File: config.mk
export PLATFORM = sky130hd
export DESIGN_NAME = nand_byte_bridge
export DESIGN_NICKNAME = d
export VERILOG_FILES = /design/src/rtl/nand_bridge_pkg.sv /design/src/rtl/nbb_cfg_regs.sv /design/src/rtl/nbb_strobe_seq.sv /design/src/rtl/nbb_status.sv /design/src/rtl/nand_byte_bridge.sv
export SDC_FILE = /design/constraint.sdc
export NUM_CORES = 1
export LEC_CHECK = 0
export BUFFER_PORTS_ARGS = -buffer_cell sky130_fd_sc_hd__buf_2
export CORE_UTILIZATION = 51
export DETAILED_ROUTE_END_ITERATION = 8
export PLACE_DENSITY = 0.8
export REMOVE_ABC_BUFFERS = 1
export SLEW_MARGIN = 20
export SYNTH_ARGS = -nofsm -noshare
export SYNTH_HDL_FRONTEND = slang
export SYNTH_SLANG_ARGS = --single-unit
File: constraint.sdc
create_clock -name clk -period 3.71 [get_ports clk]
set_input_delay 0.742 -clock clk [delete_from_list [all_inputs] [get_ports clk]]
set_output_delay 0.742 -clock clk [all_outputs]
set_load 0.03 [all_outputs]
File: src/rtl/nand_bridge_pkg.sv
// Package: shared phase encoding and timing-word layout for the NAND byte bridge.
// Assumes timing counts are two bits wide, as the field positions fix them.
package nand_bridge_pkg;

    typedef enum logic [2:0] {
        PH_IDLE,
        PH_SETUP,
        PH_STROBE,
        PH_HOLD,
        PH_RECOV
    } phase_e;

    typedef struct packed {
        logic       setup_en;
        logic [1:0] wr_wait;
        logic [1:0] rd_wait;
        logic [1:0] hold;
        logic [1:0] recov;
    } timing_t;

    // Field positions inside a 32-bit timing word
    localparam int TW_RECOV_LSB = 2;
    localparam int TW_HOLD_LSB  = 4;
    localparam int TW_RD_LSB    = 6;
    localparam int TW_WR_LSB    = 8;
    localparam int TW_SETUP_BIT = 22;

    // Unpack a timing word into its phase counts
    function automatic timing_t unpack_timing(input logic [31:0] w);
        timing_t t;
        t.setup_en = w[TW_SETUP_BIT];
        t.wr_wait  = w[TW_WR_LSB +: 2];
        t.rd_wait  = w[TW_RD_LSB +: 2];
        t.hold     = w[TW_HOLD_LSB +: 2];
        t.recov    = w[TW_RECOV_LSB +: 2];
        return t;
    endfunction

endpackage

File: src/rtl/nbb_cfg_regs.sv
// Module: configuration store. Holds the control word and one timing word per
// chip select, and presents the timing of the currently selected chip select.
// Assumes byte offsets: control at 0x00, timing words from 0x20 at a 4-byte stride.
module nbb_cfg_regs
    import nand_bridge_pkg::*;
#(
    parameter int NUM_CS = 2,
    parameter int CS_W   = (NUM_CS > 1) ? $clog2(NUM_CS) : 1
) (
    input  logic            clk,
    input  logic            rst_n,
    input  logic            cfg_we,
    input  logic [5:0]      cfg_addr,
    input  logic [31:0]     cfg_wdata,
    output logic            nand_en,
    output logic            ce_low,
    output logic [CS_W-1:0] cs_sel,
    output timing_t         tim_sel
);
    localparam logic [5:0] CTRL_OFS = 6'h00;
    localparam logic [5:0] TIM_BASE = 6'h20;

    timing_t tim_r [NUM_CS];

    // Control word: enable, chip-enable polarity, chip-select choice
    always_ff @(posedge clk) begin
        if (!rst_n) begin
            nand_en <= 1'b0;
            ce_low  <= 1'b0;
            cs_sel  <= '0;
        end else if (cfg_we && cfg_addr == CTRL_OFS) begin
            nand_en <= cfg_wdata[0];
            ce_low  <= cfg_wdata[4];
            cs_sel  <= cfg_wdata[8 +: CS_W];
        end
    end

    for (genvar i = 0; i < NUM_CS; i++) begin : g_tim
        localparam logic [5:0] OFS = TIM_BASE + 6'(4 * i);
        // Timing word of chip select i
        always_ff @(posedge clk) begin
            if (!rst_n) begin
                tim_r[i] <= '0;
            end else if (cfg_we && cfg_addr == OFS) begin
                tim_r[i] <= unpack_timing(cfg_wdata);
            end
        end
    end

    // Select the timing of the chosen chip select
    always_comb begin
        tim_sel = tim_r[0];
        for (int i = 0; i < NUM_CS; i++) begin
            if (cs_sel == CS_W'(i)) tim_sel = tim_r[i];
        end
    end

    logic unused_cfg_bits;
    assign unused_cfg_bits = ^{cfg_wdata[31:23], cfg_wdata[21:10], cfg_wdata[1]};

endmodule

File: src/rtl/nbb_strobe_seq.sv
// Module: access sequencer. Takes one host byte access at a time and walks it
// through setup, strobe, hold and recovery phases sized by the latched timing.
// Assumes the timing and chip select seen at acceptance stay in force for the access.
module nbb_strobe_seq
    import nand_bridge_pkg::*;
#(
    parameter int CS_W = 1,
    parameter int DW   = 8
) (
    input  logic            clk,
    input  logic            rst_n,
    input  logic            req_valid,
    output logic            req_ready,
    input  logic            req_write,
    input  logic [2:0]      req_sel,     // {chip enable, CLE, ALE} request bits
    input  logic [DW-1:0]   req_wdata,
    output logic [DW-1:0]   rsp_rdata,
    output logic            rsp_valid,
    input  logic            nand_en,
    input  timing_t         tim,
    input  logic [CS_W-1:0] cs_sel,
    output logic [CS_W-1:0] cs_act,
    output logic            ce_act,
    output logic            cle,
    output logic            ale,
    output logic            we_n,
    output logic            re_n,
    output logic [DW-1:0]   dq_out,
    output logic            dq_oe,
    input  logic [DW-1:0]   dq_in,
    output logic            accept,
    output logic            wr_done
);
    phase_e          state, state_n;
    logic [1:0]      cnt, cnt_n;
    logic            wr_q;
    logic [2:0]      sel_q;
    logic [DW-1:0]   data_q;
    timing_t         tim_q;
    logic            pins_on;
    logic            ending;

    // Strobe width minus one: a zero count still gives one cycle
    function automatic logic [1:0] strobe_m1(input timing_t t, input logic w);
        logic [1:0] c;
        c = w ? t.wr_wait : t.rd_wait;
        return (c == 2'd0) ? 2'd0 : c - 2'd1;
    endfunction

    assign req_ready = (state == PH_IDLE);
    assign accept    = req_valid && req_ready;
    assign ending    = (state != PH_IDLE) && (state_n == PH_IDLE);
    assign wr_done   = ending && wr_q;

    // Next phase and its remaining-cycle count
    always_comb begin
        state_n = state;
        cnt_n   = cnt;
        unique case (state)
            PH_IDLE: begin
                if (accept && nand_en) begin
                    if (tim.setup_en) begin
                        state_n = PH_SETUP;
                        cnt_n   = 2'd0;
                    end else begin
                        state_n = PH_STROBE;
                        cnt_n   = strobe_m1(tim, req_write);
                    end
                end
            end
            PH_SETUP: begin
                state_n = PH_STROBE;
                cnt_n   = strobe_m1(tim_q, wr_q);
            end
            PH_STROBE: begin
                if (cnt != 2'd0) begin
                    cnt_n = cnt - 2'd1;
                end else if (wr_q && tim_q.hold != 2'd0) begin
                    state_n = PH_HOLD;
                    cnt_n   = tim_q.hold - 2'd1;
                end else if (tim_q.recov != 2'd0) begin
                    state_n = PH_RECOV;
                    cnt_n   = tim_q.recov - 2'd1;
                end else begin
                    state_n = PH_IDLE;
                end
            end
            PH_HOLD: begin
                if (cnt != 2'd0) begin
                    cnt_n = cnt - 2'd1;
                end else if (tim_q.recov != 2'd0) begin
                    state_n = PH_RECOV;
                    cnt_n   = tim_q.recov - 2'd1;
                end else begin
                    state_n = PH_IDLE;
                end
            end
            PH_RECOV: begin
                if (cnt != 2'd0) cnt_n = cnt - 2'd1;
                else             state_n = PH_IDLE;
            end
            default: state_n = PH_IDLE;
        endcase
    end

    // Phase register and counter
    always_ff @(posedge clk) begin
        if (!rst_n) begin
            state <= PH_IDLE;
            cnt   <= 2'd0;
        end else begin
            state <= state_n;
            cnt   <= cnt_n;
        end
    end

    // Latch the request and its timing at acceptance
    always_ff @(posedge clk) begin
        if (!rst_n) begin
            wr_q   <= 1'b0;
            sel_q  <= '0;
            data_q <= '0;
            tim_q  <= '0;
            cs_act <= '0;
        end else if (accept) begin
            wr_q   <= req_write;
            sel_q  <= req_sel;
            data_q <= req_wdata;
            tim_q  <= tim;
            cs_act <= cs_sel;
        end
    end

    // Read capture at the last strobe cycle, and the return pulse
    always_ff @(posedge clk) begin
        if (!rst_n) begin
            rsp_rdata <= '0;
            rsp_valid <= 1'b0;
        end else begin
            rsp_valid <= (ending && !wr_q) || (accept && !nand_en && !req_write);
            if (state == PH_STROBE && cnt == 2'd0 && !wr_q) rsp_rdata <= dq_in;
            else if (accept && !nand_en)                     rsp_rdata <= '0;
        end
    end

    assign pins_on = (state == PH_SETUP) || (state == PH_STROBE) || (state == PH_HOLD);
    assign ce_act  = pins_on && sel_q[2];
    assign cle     = pins_on && sel_q[1];
    assign ale     = pins_on && sel_q[0];
    assign we_n    = !(state == PH_STROBE && wr_q);
    assign re_n    = !(state == PH_STROBE && !wr_q);
    assign dq_oe   = pins_on && wr_q;
    assign dq_out  = data_q;

    // Checker state: length of the current write strobe
    logic [2:0] we_run;
    always_ff @(posedge clk) begin
        if (!rst_n)     we_run <= 3'd0;
        else if (!we_n) we_run <= we_run + 3'd1;
        else            we_run <= 3'd0;
    end

    assert_strobe_excl_R11: assert property (@(posedge clk) disable iff (!rst_n)
        !(!we_n && !re_n));

    assert_we_width_R2: assert property (@(posedge clk) disable iff (!rst_n)
        $rose(we_n) |-> (we_run == ((tim_q.wr_wait == 2'd0) ? 3'd1 : {1'b0, tim_q.wr_wait})));

    assert_data_hold_R3: assert property (@(posedge clk) disable iff (!rst_n)
        ($rose(we_n) && tim_q.hold != 2'd0) |-> dq_oe);

    assert_strobe_busy_R4: assert property (@(posedge clk) disable iff (!rst_n)
        ($fell(we_n) || $fell(re_n)) |-> !req_ready);

    assert_rvalid_idle_R6: assert property (@(posedge clk) disable iff (!rst_n)
        rsp_valid |-> req_ready);

endmodule

File: src/rtl/nbb_status.sv
// Module: status word. Synchronises the flash ready/busy pin over two flops and
// keeps a sticky write-complete flag that the next accepted access clears.
// Assumes accept and write completion never coincide.
module nbb_status (
    input  logic       clk,
    input  logic       rst_n,
    input  logic       rb_n,
    input  logic       accept,
    input  logic       wr_done,
    output logic [3:0] status
);
    logic rb_s1, rb_s2, wc;

    // Two-stage synchroniser for the ready/busy pin
    always_ff @(posedge clk) begin
        if (!rst_n) begin
            rb_s1 <= 1'b0;
            rb_s2 <= 1'b0;
        end else begin
            rb_s1 <= rb_n;
            rb_s2 <= rb_s1;
        end
    end

    // Sticky write-complete flag
    always_ff @(posedge clk) begin
        if (!rst_n)       wc <= 1'b0;
        else if (accept)  wc <= 1'b0;
        else if (wr_done) wc <= 1'b1;
    end

    assign status = {wc, 2'b00, rb_s2};

    assert_wc_clear_R9: assert property (@(posedge clk) disable iff (!rst_n)
        accept |=> !status[3]);

    assert_wc_set_R9: assert property (@(posedge clk) disable iff (!rst_n)
        wr_done |=> status[3]);

endmodule

File: src/rtl/nand_byte_bridge.sv
// Module: top of the NAND byte bridge. Joins the configuration store, the access
// sequencer and the status word, and applies chip-enable routing and polarity.
// Assumes the flash data bus tri-state is resolved outside, using nand_dq_oe.
module nand_byte_bridge
    import nand_bridge_pkg::*;
#(
    parameter int NUM_CS = 2,
    parameter int DW     = 8
) (
    input  logic              clk,
    input  logic              rst_n,
    input  logic              host_valid,
    output logic              host_ready,
    input  logic              host_write,
    input  logic [4:0]        host_addr,
    input  logic [DW-1:0]     host_wdata,
    output logic [DW-1:0]     host_rdata,
    output logic              host_rvalid,
    input  logic              cfg_we,
    input  logic [5:0]        cfg_addr,
    input  logic [31:0]       cfg_wdata,
    output logic [3:0]        bus_status,
    output logic [NUM_CS-1:0] nand_ce,
    output logic              nand_cle,
    output logic              nand_ale,
    output logic              nand_we_n,
    output logic              nand_re_n,
    output logic [DW-1:0]     nand_dq_out,
    output logic              nand_dq_oe,
    input  logic [DW-1:0]     nand_dq_in,
    input  logic              nand_rb_n
);
    localparam int CS_W = (NUM_CS > 1) ? $clog2(NUM_CS) : 1;

    logic            nand_en, ce_low, ce_act, accept, wr_done;
    logic [CS_W-1:0] cs_sel, cs_act;
    timing_t         tim_sel;

    nbb_cfg_regs #(.NUM_CS(NUM_CS), .CS_W(CS_W)) u_cfg (
        .clk       (clk),
        .rst_n     (rst_n),
        .cfg_we    (cfg_we),
        .cfg_addr  (cfg_addr),
        .cfg_wdata (cfg_wdata),
        .nand_en   (nand_en),
        .ce_low    (ce_low),
        .cs_sel    (cs_sel),
        .tim_sel   (tim_sel)
    );

    nbb_strobe_seq #(.CS_W(CS_W), .DW(DW)) u_seq (
        .clk       (clk),
        .rst_n     (rst_n),
        .req_valid (host_valid),
        .req_ready (host_ready),
        .req_write (host_write),
        .req_sel   (host_addr[4:2]),
        .req_wdata (host_wdata),
        .rsp_rdata (host_rdata),
        .rsp_valid (host_rvalid),
        .nand_en   (nand_en),
        .tim       (tim_sel),
        .cs_sel    (cs_sel),
        .cs_act    (cs_act),
        .ce_act    (ce_act),
        .cle       (nand_cle),
        .ale       (nand_ale),
        .we_n      (nand_we_n),
        .re_n      (nand_re_n),
        .dq_out    (nand_dq_out),
        .dq_oe     (nand_dq_oe),
        .dq_in     (nand_dq_in),
        .accept    (accept),
        .wr_done   (wr_done)
    );

    nbb_status u_status (
        .clk     (clk),
        .rst_n   (rst_n),
        .rb_n    (nand_rb_n),
        .accept  (accept),
        .wr_done (wr_done),
        .status  (bus_status)
    );

    for (genvar i = 0; i < NUM_CS; i++) begin : g_ce
        // Chip enable i: active only for the latched chip select, then polarity
        assign nand_ce[i] = (ce_act && cs_act == CS_W'(i)) ^ ce_low;
    end

    logic unused_addr_bits;
    assign unused_addr_bits = ^host_addr[1:0];

    assert_ce_onehot_R7: assert property (@(posedge clk) disable iff (!rst_n)
        $onehot0(nand_ce ^ {NUM_CS{ce_low}}));

endmodule

==> insert_results.sql <==
INSERT INTO impl_metrics (metric_group, metric, value, unit) VALUES
('timing', 'grt_setup_unrepaired', 'false', ''),
('finish', 'layout-area-overhead-vs-synth', '17.8', '%'),
('die', 'dieArea', '0.00595', 'sq mm'),
('power_and_ir_drop', 'ir_worst_vdd', '0.246', 'mV'),
('timing', 'timing.setup.tns', '0', 'ns'),
('die', 'initial_utilization', '54.6', '%'),
('finish', 'antenna-diode-count', '0', ''),
('timing', 'worst_slew_pin_slew', '0.692', 'ns'),
('routing', 'final_wirelength', '5.62', 'mm'),
('worst_setup_path', 'timing.critical_path.arrival', '1.87', 'ns'),
('outcome', 'status', 'finished clean', ''),
('power_and_ir_drop', 'clkPwrFrac', '36.2', '%'),
('logic_synthesis', 'synthDominantCellAreaShare', '28.5', '%'),
('power_and_ir_drop', 'power_density', '378', 'mW/mm^2'),
('global_routing', 'grt_remaining_overflow', '0', ''),
('worst_setup_path', 'crit_fanout', '18', ''),
('worst_hold_path', 'hold_path.startpoint', 'u_status.rb_s1', ''),
('logic_synthesis', 'synthesis.area_per_instance', '9.69', 'sq um'),
('timing', 'postLayoutSetupSlackWorst', '1.10', 'ns'),
('worst_setup_path', 'critPathCaptureType', 'output port', ''),
('timing', 'timing_max_transition_violations_final', '0', ''),
('finish', 'final_net_count', '425', ''),
('logic_synthesis', 'postSynth.asyncResetShare', '0', '%'),
('cts', 'deepest_level_of_the_cts_h_tree', '3', ''),
('worst_setup_path', 'cp.depth', '5', ''),
('logic_synthesis', 'yosysSeqAreaShare', '47.3', '%'),
('power_and_ir_drop', 'switching_part_of_the_total_power', '23.9', '%'),
('cts', 'worst_skew_pair.late_latency', '0.33', 'ns'),
('logic_synthesis', 'yosys-top-cells-area', 'sky130_fd_sc_hd__dfxtp_1 (29%), sky130_fd_sc_hd__edfxtp_1 (19%), sky130_fd_sc_hd__a21boi_0 (6.8%), sky130_fd_sc_hd__nand2_1 (6.5%), sky130_fd_sc_hd__and2_1 (5.2%)', ''),
('timing', 'timing.slew.headroom', '53.8', '%'),
('global_routing', 'first_global_vias', '2060', ''),
('power_and_ir_drop', 'cellLeakagePower', '1.40', 'nW'),
('placement', 'gpl.final_weighted_congestion', '0.801', ''),
('logic_synthesis', 'netlist_instances', '297', ''),
('routing', 'post-route-drc-count', '0', ''),
('power_and_ir_drop', 'seq_power_share', '55.0', '%'),
('power_and_ir_drop', 'p_sw', '0.000306', 'W'),
('worst_setup_path', 'critical_path.cell_chain', 'o21ba_2 > nand2_1 > nor2_1 > xor2_1 > buf_2', ''),
('timing', 'finalHoldViolations', '0', ''),
('worst_setup_path', 'reg2regPathDepth', '4', ''),
('logic_synthesis', 'yosys_warning_count', '0', ''),
('worst_setup_path', 'worstSetupStartpointType', 'flip-flop', ''),
('timing', 'fin_worst_skew', '0.00670', 'ns'),
('routing', 'drt-vias-per-instance', '5.27', ''),
('logic_synthesis', 'ys_seq_elements', '59', ''),
('routing', 'route.detailed.wl_per_inst', '13.0', 'microns'),
('die', 'io-pin-count', '94', ''),
('cts', 'clock-root-buffer', 'sky130_fd_sc_hd__clkbuf_8', ''),
('logic_synthesis', 'synth_largest_area_cell', 'sky130_fd_sc_hd__dfxtp_1', ''),
('placement', 'place.detailed.hpwl', '4.03', 'mm'),
('worst_hold_path', 'min_path_cells', '1', ''),
('timing', 'timing.final.setup_violations', '0', ''),
('logic_synthesis', 'yosys_most_used_dff', 'sky130_fd_sc_hd__dfxtp_1', ''),
('routing', 'detailedRoute.firstIterationViolations', '157', ''),
('worst_setup_path', 'register_to_register_setup_slack', '1.74', 'ns'),
('cts', 'post_cts_resized', '0', ''),
('routing', 'vias', '2278', ''),
('job', 'max_cap_viol_count', '0', ''),
('worst_setup_path', 'worst_r2r_startpoint', 'u_cfg.cs_sel', ''),
('global_routing', 'grt_max_degree', '44', ''),
('cts', 'cts-buffers-inserted', '9', ''),
('worst_setup_path', 'timing.critical_path.slowest_cell_delay', '0.68', 'ns'),
('cts', 'cts.clk_slew.worst_paths', '0.06', 'ns'),
('die', 'die-width', '77.1', 'microns'),
('timing', 'finalCriticalPeriod', '2.61', 'ns'),
('routing', 'postRouteAntennaNets', '0', ''),
('global_routing', 'grt_pass1_wl', '9.35', 'mm'),
('global_routing', 'antenna_found_initial', '0', ''),
('cts', 'cts_tree', 'yes', ''),
('worst_setup_path', 'rr_endpoint', 'u_seq.state[0]', ''),
('global_routing', 'grtUsageTotal', '20.3', '%');
[state kept, by name (all words and copies together), names as in the netlist]
signal,cells
u_seq.dq_out,8
u_status.rb_s2,1
u_seq.sel_q,3
u_seq.rsp_valid,1
u_seq.tim_q,8
u_seq.state,3
u_seq.cnt,2
u_cfg.tim_r,18
u_cfg.ce_low,1
u_cfg.cs_sel,1
u_seq.wr_q,1
u_seq.rsp_rdata,8
u_status.wc,1
u_status.rb_s1,1
u_seq.cs_act,1
u_cfg.nand_en,1
[worst max-delay path by stage]
stage	startpoint	end	slack [ns]
floorplan	host_valid	u_seq.rsp_valid	0.73
global placement	cfg_addr[0]	u_cfg.tim_r[1][0]	1.21
detailed placement	cfg_addr[0]	u_cfg.tim_r[1][0]	1.20
CTS	u_seq.state[0]	nand_ce[0]	1.10
global route	u_seq.state[0]	nand_ce[0]	0.92
finish	u_seq.state[0]	nand_ce[0]	1.10
[area by class of cell]
cell class	instances	area [sq um]
Fill cell	466	1880
Multi-Input combinational cell	207	1390
Sequential cell	59	1360
Timing Repair Buffer	71	365
Clock buffer	12	135
Tap cell	70	87.6
Inverter	9	33.8
Clock inverter	4	17.5
[routing by layer]
metal  global-route usage (%)  vias to the layer above  wire length [microns]
met5                        0                        -                      0
met4                     10.4                        0                    125
met3                     5.71                       14                    304
met2                     31.8                       76                   2570
met1                     25.3                     1029                   2620
li1                         -                     1159                      -
[cells by family (layout without fill, tap and decap cells)]
| group | Yosys count | count (layout) | synth area share, % |
|---|---|---|---|
| AO/OA/AOI/OAI | 58 | 58 | 15.5 |
| XOR/XNOR | 2 | 2 | 0.609 |
| adder cells (fa/ha/maj) | 3 | 3 | 1.30 |
| buffers and inverters | 32 | 96 | 4.87 |
| flip-flops | 59 | 59 | 47.3 |
| multiplexers | 16 | 16 | 6.00 |
| other | 1 | 2 | 0.130 |
| AND/OR/NAND/NOR | 126 | 126 | 24.3 |
[cells in the final DEF, fill, tap and decap left out, types with 2 or more instances in the layout]
cell type / count
sky130_fd_sc_hd__ha_1: 3
sky130_fd_sc_hd__nor3b_1: 2
sky130_fd_sc_hd__conb_1: 2
sky130_fd_sc_hd__dfxtp_1: 41
sky130_fd_sc_hd__inv_1: 9
sky130_fd_sc_hd__o21ai_0: 4
sky130_fd_sc_hd__mux2i_1: 15
sky130_fd_sc_hd__nor2_1: 6
sky130_fd_sc_hd__clkbuf_1: 3
sky130_fd_sc_hd__or3b_2: 5
sky130_fd_sc_hd__a31oi_1: 3
sky130_fd_sc_hd__o21bai_1: 2
sky130_fd_sc_hd__nand2b_1: 3
sky130_fd_sc_hd__nor2b_1: 5
sky130_fd_sc_hd__o41ai_1: 2
sky130_fd_sc_hd__nand3_1: 14
sky130_fd_sc_hd__o211a_1: 8
sky130_fd_sc_hd__and2_1: 24
sky130_fd_sc_hd__nand2_1: 50
sky130_fd_sc_hd__a21oi_1: 3
sky130_fd_sc_hd__nor3_1: 2
sky130_fd_sc_hd__clkinv_1: 2
sky130_fd_sc_hd__clkinv_2: 2
sky130_fd_sc_hd__edfxtp_1: 18
sky130_fd_sc_hd__buf_4: 4
sky130_fd_sc_hd__nand3b_1: 3
sky130_fd_sc_hd__clkbuf_8: 9
sky130_fd_sc_hd__buf_2: 67
sky130_fd_sc_hd__a21boi_0: 26
[per-stage QoR]
stage	cells	utilization, %	hold WS [ns]	total power (W)	area [sq um]
floorplan	275	-	0.412	0.000778	2780
global placement	416	61.4	0.414	0.000827	3240
detailed placement	416	61.4	0.419	0.000832	3240
CTS	432	64.3	0.434	0.00130	3390
global route	432	64.3	0.478	0.00134	3390
finish	432	64.3	0.433	0.00128	3390
[cells in the mapped netlist, types with 2 or more instances]
master and count:
sky130_fd_sc_hd__a21boi_0 26, sky130_fd_sc_hd__a21oi_1 3, sky130_fd_sc_hd__a31oi_1 3, sky130_fd_sc_hd__and2_1 24, sky130_fd_sc_hd__buf_2 4, sky130_fd_sc_hd__buf_4 4
sky130_fd_sc_hd__clkbuf_1 14, sky130_fd_sc_hd__dfxtp_1 41, sky130_fd_sc_hd__edfxtp_1 18, sky130_fd_sc_hd__ha_1 3, sky130_fd_sc_hd__inv_1 9, sky130_fd_sc_hd__mux2i_1 15
sky130_fd_sc_hd__nand2_1 50, sky130_fd_sc_hd__nand2b_1 3, sky130_fd_sc_hd__nand3_1 14, sky130_fd_sc_hd__nand3b_1 3, sky130_fd_sc_hd__nor2_1 6, sky130_fd_sc_hd__nor2b_1 5
sky130_fd_sc_hd__nor3_1 2, sky130_fd_sc_hd__nor3b_1 2, sky130_fd_sc_hd__o211a_1 8, sky130_fd_sc_hd__o21ai_0 4, sky130_fd_sc_hd__o21bai_1 2, sky130_fd_sc_hd__o41ai_1 2
sky130_fd_sc_hd__or3b_2 5
[power groups by stage]
stage	Combinational, W	Clock (W)	Sequential [W]
floorplan	0.0000519	0	0.000726
global placement	0.000110	0	0.000716
detailed placement	0.000114	0	0.000718
CTS	0.000114	0.000480	0.000704
global route	0.000124	0.000509	0.000707
finish	0.000113	0.000464	0.000705
Note: power is estimated with default switching activity, not from simulation.
